[src/rtl/tmr_regblk_pkg.sv]
package tmr_regblk_pkg;
  localparam int unsigned ADDR_W = 10;
  localparam int unsigned CH_SLOT0 = 8;      // first 32-byte slot of channel space
  localparam int unsigned CH_FIELD_LSB = 8;  // channel-count field in capability
  localparam logic [31:0] CAP_BASE = 32'h8086_A001;

  localparam logic [ADDR_W-1:0] OFF_CAP_LO = 10'h000;
  localparam logic [ADDR_W-1:0] OFF_CAP_HI = 10'h004;
  localparam logic [ADDR_W-1:0] OFF_CFG    = 10'h010;
  localparam logic [ADDR_W-1:0] OFF_STS    = 10'h020;
  localparam logic [ADDR_W-1:0] OFF_CNT_LO = 10'h0F0;
  localparam logic [ADDR_W-1:0] OFF_CNT_HI = 10'h0F4;

  typedef enum logic [2:0] {
    REG_NONE, REG_CAP_LO, REG_CAP_HI, REG_CFG,
    REG_STS, REG_CNT_LO, REG_CNT_HI, REG_CHAN
  } reg_sel_e;

  function automatic logic [31:0] cap_low(int unsigned nch);
    return CAP_BASE | (32'(nch - 1) << CH_FIELD_LSB);
  endfunction
endpackage

[src/rtl/tmr_addr_dec.sv]
module tmr_addr_dec
  import tmr_regblk_pkg::*;
#(
  parameter int unsigned NCH = 3
) (
  input  logic [ADDR_W-1:0] addr_i,
  output reg_sel_e          sel_o,
  output logic [4:0]        ch_idx_o
);
  logic [4:0] slot;
  assign slot     = addr_i[9:5];
  assign ch_idx_o = slot - 5'(CH_SLOT0);

  always_comb begin
    sel_o = REG_NONE;
    if (addr_i[1:0] == 2'b00) begin
      if (int'(slot) >= int'(CH_SLOT0)) begin
        if (int'(ch_idx_o) < int'(NCH)) sel_o = REG_CHAN;
      end else begin
        unique case (addr_i)
          OFF_CAP_LO: sel_o = REG_CAP_LO;
          OFF_CAP_HI: sel_o = REG_CAP_HI;
          OFF_CFG:    sel_o = REG_CFG;
          OFF_STS:    sel_o = REG_STS;
          OFF_CNT_LO: sel_o = REG_CNT_LO;
          OFF_CNT_HI: sel_o = REG_CNT_HI;
          default:    sel_o = REG_NONE;
        endcase
      end
    end
  end
endmodule

[src/rtl/tmr_main_cnt.sv]
module tmr_main_cnt #(
  parameter int unsigned CNT_W = 64
) (
  input  logic             clk_i,
  input  logic             rst_ni,
  input  logic             run_i,
  input  logic             tick_i,
  input  logic             wr_lo_i,
  input  logic             wr_hi_i,
  input  logic [31:0]      wdata_i,
  output logic [CNT_W-1:0] cnt_o
);
  localparam int unsigned HALF = CNT_W / 2;

  logic [CNT_W-1:0] cnt_q;

  // software write takes priority over a tick in the same cycle
  always_ff @(posedge clk_i or negedge rst_ni) begin
    if (!rst_ni)            cnt_q <= '0;
    else if (wr_lo_i)       cnt_q[HALF-1:0] <= wdata_i[HALF-1:0];
    else if (wr_hi_i)       cnt_q[CNT_W-1:HALF] <= wdata_i[HALF-1:0];
    else if (run_i && tick_i) cnt_q <= cnt_q + 1'b1;
  end

  assign cnt_o = cnt_q;
endmodule

[src/rtl/tmr_sts_reg.sv]
module tmr_sts_reg #(
  parameter int unsigned NCH = 3
) (
  input  logic           clk_i,
  input  logic           rst_ni,
  input  logic           run_i,
  input  logic           stop_i,
  input  logic [NCH-1:0] set_i,
  input  logic           wr_i,
  input  logic [NCH-1:0] wdata_i,
  output logic [NCH-1:0] sts_o,
  output logic [NCH-1:0] clr_o
);
  logic [NCH-1:0] sts_q, clr_q, clr_d;

  always_comb begin
    clr_d = '0;
    if (stop_i)    clr_d = sts_q;
    else if (wr_i) clr_d = wdata_i & sts_q;
  end

  always_ff @(posedge clk_i or negedge rst_ni) begin
    if (!rst_ni) begin
      sts_q <= '0;
      clr_q <= '0;
    end else begin
      clr_q <= clr_d;
      if (stop_i) sts_q <= '0;
      else        sts_q <= (sts_q & ~clr_d) | (run_i ? set_i : '0);
    end
  end

  assign sts_o = sts_q;
  assign clr_o = clr_q;
endmodule

[src/rtl/tmr_regblk.sv]
module tmr_regblk
  import tmr_regblk_pkg::*;
#(
  parameter int unsigned NCH       = 3,
  parameter logic [31:0] PERIOD_FS = 32'd10_000_000
) (
  input  logic              clk_i,
  input  logic              rst_ni,
  input  logic              req_valid_i,
  input  logic              req_write_i,
  input  logic [ADDR_W-1:0] req_addr_i,
  input  logic [31:0]       req_wdata_i,
  output logic              rsp_valid_o,
  output logic [31:0]       rsp_rdata_o,
  input  logic              tick_i,
  input  logic [NCH-1:0]    sts_set_i,
  input  logic [NCH-1:0]    ch_cmp_max_i,
  input  logic [NCH*32-1:0] ch_rdata_i,
  output logic [63:0]       counter_o,
  output logic              enable_o,
  output logic              legacy_o,
  output logic [NCH-1:0]    ch_wr_o,
  output logic [4:0]        ch_off_o,
  output logic [31:0]       ch_wdata_o,
  output logic [NCH-1:0]    sts_clr_o,
  output logic [NCH-1:0]    ch_arm_o,
  output logic [NCH-1:0]    ch_disarm_o
);
  localparam logic [31:0] CAP_LO = cap_low(NCH);

  reg_sel_e       sel;
  logic [4:0]     ch_idx;
  logic           wr, rd;
  logic           cfg_wr, start, stop;
  logic [1:0]     cfg_q;
  logic [NCH-1:0] arm_q, disarm_q, sts;
  logic [31:0]    ch_rd, rd_data;
  logic           rsp_valid_q;
  logic [31:0]    rdata_q;

  tmr_addr_dec #(.NCH(NCH)) u_dec (
    .addr_i   (req_addr_i),
    .sel_o    (sel),
    .ch_idx_o (ch_idx)
  );

  assign wr     = req_valid_i && req_write_i;
  assign rd     = req_valid_i && !req_write_i;
  assign cfg_wr = wr && (sel == REG_CFG);
  assign start  = cfg_wr && req_wdata_i[0] && !cfg_q[0];
  assign stop   = cfg_wr && !req_wdata_i[0] && cfg_q[0];

  always_ff @(posedge clk_i or negedge rst_ni) begin
    if (!rst_ni) begin
      cfg_q    <= '0;
      arm_q    <= '0;
      disarm_q <= '0;
    end else begin
      if (cfg_wr) cfg_q <= req_wdata_i[1:0];
      arm_q    <= start ? ~ch_cmp_max_i : '0;
      disarm_q <= stop ? '1 : '0;
    end
  end

  tmr_main_cnt #(.CNT_W(64)) u_cnt (
    .clk_i   (clk_i),
    .rst_ni  (rst_ni),
    .run_i   (cfg_q[0]),
    .tick_i  (tick_i),
    .wr_lo_i (wr && (sel == REG_CNT_LO)),
    .wr_hi_i (wr && (sel == REG_CNT_HI)),
    .wdata_i (req_wdata_i),
    .cnt_o   (counter_o)
  );

  tmr_sts_reg #(.NCH(NCH)) u_sts (
    .clk_i   (clk_i),
    .rst_ni  (rst_ni),
    .run_i   (cfg_q[0]),
    .stop_i  (stop),
    .set_i   (sts_set_i),
    .wr_i    (wr && (sel == REG_STS)),
    .wdata_i (req_wdata_i[NCH-1:0]),
    .sts_o   (sts),
    .clr_o   (sts_clr_o)
  );

  for (genvar i = 0; i < NCH; i++) begin : g_chwr
    assign ch_wr_o[i] = wr && (sel == REG_CHAN) && (ch_idx == 5'(i));
  end

  always_comb begin
    ch_rd = '0;
    for (int i = 0; i < NCH; i++)
      if (ch_idx == 5'(i)) ch_rd = ch_rdata_i[i*32 +: 32];
  end

  always_comb begin
    rd_data = '0;
    unique case (sel)
      REG_CAP_LO: rd_data = CAP_LO;
      REG_CAP_HI: rd_data = PERIOD_FS;
      REG_CFG:    rd_data = {30'b0, cfg_q};
      REG_STS:    rd_data = {{(32-NCH){1'b0}}, sts};
      REG_CNT_LO: rd_data = counter_o[31:0];
      REG_CNT_HI: rd_data = counter_o[63:32];
      REG_CHAN:   rd_data = ch_rd;
      default:    rd_data = '0;
    endcase
  end

  always_ff @(posedge clk_i or negedge rst_ni) begin
    if (!rst_ni) begin
      rsp_valid_q <= 1'b0;
      rdata_q     <= '0;
    end else begin
      rsp_valid_q <= req_valid_i;
      rdata_q     <= rd ? rd_data : '0;
    end
  end

  assign rsp_valid_o = rsp_valid_q;
  assign rsp_rdata_o = rdata_q;
  assign enable_o    = cfg_q[0];
  assign legacy_o    = cfg_q[1];
  assign ch_off_o    = req_addr_i[4:0];
  assign ch_wdata_o  = req_wdata_i;
  assign ch_arm_o    = arm_q;
  assign ch_disarm_o = disarm_q;
endmodule

[config.mk]
export PLATFORM = sky130hd
export DESIGN_NAME = tmr_regblk
export DESIGN_NICKNAME = d
export VERILOG_FILES = /design/src/rtl/tmr_regblk_pkg.sv /design/src/rtl/tmr_addr_dec.sv /design/src/rtl/tmr_main_cnt.sv /design/src/rtl/tmr_sts_reg.sv /design/src/rtl/tmr_regblk.sv
export SDC_FILE = /design/constraint.sdc
export NUM_CORES = 1
export LEC_CHECK = 0
export BUFFER_PORTS_ARGS = -buffer_cell sky130_fd_sc_hd__buf_2
export CORE_ASPECT_RATIO = 1.4
export CORE_UTILIZATION = 55
export CTS_BUF_LIST = sky130_fd_sc_hd__clkbuf_8
export DETAILED_ROUTE_END_ITERATION = 6
export HOLD_SLACK_MARGIN = 0.05
export PLACE_DENSITY = 0.89
export SETUP_SLACK_MARGIN = 0.4
export SLEW_MARGIN = 20
export SYNTH_ARGS = -nofsm -noshare
export SYNTH_HDL_FRONTEND = slang
export SYNTH_HIERARCHICAL = 1
export SYNTH_SLANG_ARGS = --single-unit
[constraint.sdc]
create_clock -name clk_i -period 3.75 [get_ports clk_i]
set_input_delay 0.5625 -clock clk_i [delete_from_list [all_inputs] [get_ports clk_i]]
set_output_delay 0.5625 -clock clk_i [all_outputs]
set_load 0.01 [all_outputs]
==> out/results.tsv <==
metric	value	unit
Synth area leaders	dfrtp_1, a2111oi_2, nand2_1	
Area Growth Syn to Fin	21.4	%
layout cells sized above 1	0.347	
Setup Crit Path Kind	in -> out	
worst reg-to-reg path cell count	6	
leading area contributor after synthesis	dfrtp_1	
post-synthesis cell count	926	
Tot GR Track Use	0.374	
nature of the critical path startpoint	input port	
Post-synth EDFFs	0	
die area	14500	um^2
fmax	305	MHz
critical path fanouts, max	6	
TritonCTS Buffers	9	
largest net degree at the start of global routing	65	
PortBufs	296	
global-route wire length before repair	41300	um
gpl congestion	1.01	
# rows	50	
initial antenna violation count	1	
post-route design area	9340	um^2
setup ws final	468	ps
Main synth FF type	dfrtp_1	
Finished Layout Cells	1346	
via count	8535	
Fill cells	1155	
WHS	195	ps
total power	2.41	mW
Inst Count DP	1323	
final WL	27600	um
Die W	102	um
TNS Setup	0	ps
drt initial violations	890	
total grt overflow	0	
Seq/Total Area, Yosys	0.355	
DIE HEIGHT	142	um
Clock Latency Late Sink	380	ps
Worst Skew	11.0	ps
Final HPWL DP	20700	um
Worst slew margin	0.316	
min-delay worst type	in -> async	
# hold bufs at CTS	0	
CTS Root Cell	clkbuf_8	
Tmin final	3280	ps
Clock Path Buffers	2	
yosys warns	6	
# clock sinks	109	
Mean Syn Cell Area	8.31	um^2
worst path required time	3190	ps
post-route ant nets	0	
status	finished, final reports clean	
vias in the first global route	8009	
Slew Viols, Final	0	
Clk pin slew, worst setup/hold paths	110	ps
Initial DRT Pass Iterations	5	
CTS tree	yes	
Setup violations, final	0	
ys async rst share	1.00	
Worst IR Drop VDD	0.000166	V
H-tree Lvls	3	
dpl cell area	9090	um^2
final hold violation count	0	
Core Area	13500	um^2
wire per inst	20.5	um
I/O pin count	297	
Slew @ Worst Pin	1020	ps
residual DRC count	0	
FF+latch count, synth	109	
leakage power	4.08	nW
Max Cap Viol	0	
synthesized area	7690	um^2
PwrDens	258	nW/um^2
via-per-instance ratio	6.34	
CP endpoint kind	output port	
Synth cell types	62	
RSZ-0062 raised after global routing	no	
top-area cell type share of the netlist area	0.355	
Post-Syn Nets	1079	
fin util	0.691	
Initial Utilization	0.569	
CP arrival	2720	ps
Final period util	0.875	
Final Net Count	1311	
worst slack, placed	280	ps
layout make-up:
class                           instances  area [um^2]  area share
Multi-Input combinational cell        689         4350       0.466
Sequential cell                       109         2730       0.292
Timing Repair Buffer                  332         1790       0.191
Tap cell                              182          228      0.0244
Clock buffer                            9          124      0.0133
Inverter                               17         63.8     0.00683
Clock inverter                          7         52.6     0.00563
Antenna cell                            1         2.50    0.000268
flip-flops by register name, indices dropped and copies added, names as in the netlist:
signal,cells
u_cnt/cnt_o,64
cfg_q,2
u_sts/sts_o,3
rsp_rdata_o,32
rsp_valid_o,1
ch_arm_o,3
u_sts/clr_o,3
ch_disarm_o,1
cell usage after synthesis (2+ instances only):
library cell,count
a21bo_1,3
o21ai_1,31
or4_1,7
o22a_1,2
nor2b_1,7
a311oi_1,2
a2111oi_2,30
buf_2,14
a211oi_1,5
nand2_1,98
or2_2,3
and3_1,26
o21a_1,2
a21oi_1,53
buf_6,3
nor3_1,59
clkbuf_1,48
and4_1,8
a31oi_1,15
a31o_2,2
xor2_1,14
dfrtp_1,109
mux2i_1,4
nor3b_1,5
a2111oi_0,2
inv_1,17
mux2_2,2
nand3_1,55
a22o_1,17
o21ai_0,61
buf_4,42
a41o_1,3
o22ai_1,8
buf_1,3
nor2_1,39
nand4_1,23
xnor2_1,19
nor4_1,6
nand2b_1,34
o311ai_0,7
a22oi_1,3
o211ai_1,3
or3_1,10
ha_1,4
routing by layer:
| layer | up-vias | global-route usage | share of wire |
|---|---|---|---|
| li1 | 3820 | - | - |
| met4 | 0 | 0.221 | 0.048 |
| met5 | - | 0 | 0 |
| met2 | 605 | 0.621 | 0.49 |
| met1 | 4012 | 0.446 | 0.37 |
| met3 | 98 | 0.0719 | 0.095 |
critical path, stage by stage:
cell      delay [ps]
buf_2            130
or3_4            390
o21ai_2          150
nand4b_1         200
buf_4            210
a21oi_4          130
nand3_2          110
buf_4            170
or4_1            420
nor2_1           110
buf_2            140
cells in the final DEF, fill, tap and decap left out, types with 6 or more instances in the layout:
cell / n
clkbuf_8: 9
xor2_1: 14
nand3_1: 53
nand2b_1: 34
o311ai_0: 7
nor3_1: 59
or4_1: 7
and3_1: 26
and4_1: 8
a22o_1: 17
o21ai_1: 30
xnor2_1: 19
buf_2: 295
a31oi_1: 15
a2111oi_2: 30
nand2_1: 98
or3_1: 9
o22ai_1: 8
buf_4: 33
dfrtp_1: 109
inv_1: 19
nor2_1: 38
a21oi_1: 50
nor4_1: 6
nand4_1: 23
o21ai_0: 61
logic make-up (layout without fill, tap and decap cells):
family / count (synthesis) / count (layout) / synth area share
DFF: 109 / 109 / 0.355
xor gates and xnor gates: 33 / 33 / 0.0376
and+or+nand+nor: 391 / 391 / 0.268
adders and majority gates: 4 / 4 / 0.00651
AOI/OAI and AO/OA: 255 / 255 / 0.236
muxes: 6 / 6 / 0.00813
other: 0 / 1 / 0
buffers and inverters: 128 / 365 / 0.0896
report_power, final:
group	total (mW)	internal [mW]	switching, mW
clock network	0.679	0.247	0.432
registers	1.28	1.21	0.0696
logic	0.452	0.180	0.272
total	2.41	1.64	0.773
what timing repair did:
item / in CTS / in global routing
pin swaps: 1 / 4
resized for setup: 2 / 5
endpoints found under the hold margin: 0 / 0
setup buffers: 1 / 5
endpoints found under the setup margin: 2 / 8
path summary, 6_finish.rpt:
path	start	slack [ps]	endpoint
min reg2reg	cfg_q[1]	550	cfg_q[1]
max in group asynchronous	rst_ni	2780	u_cnt/cnt_o[18]
min	rst_ni	190	u_cnt/cnt_o[28]
max	req_addr_i[7]	470	ch_wr_o[1]
min in group clk_i	ch_cmp_max_i[1]	310	ch_arm_o[1]
max reg2reg	u_cnt/cnt_o[13]	740	u_cnt/cnt_o[41]
Power figures use the tool's default switching activity.
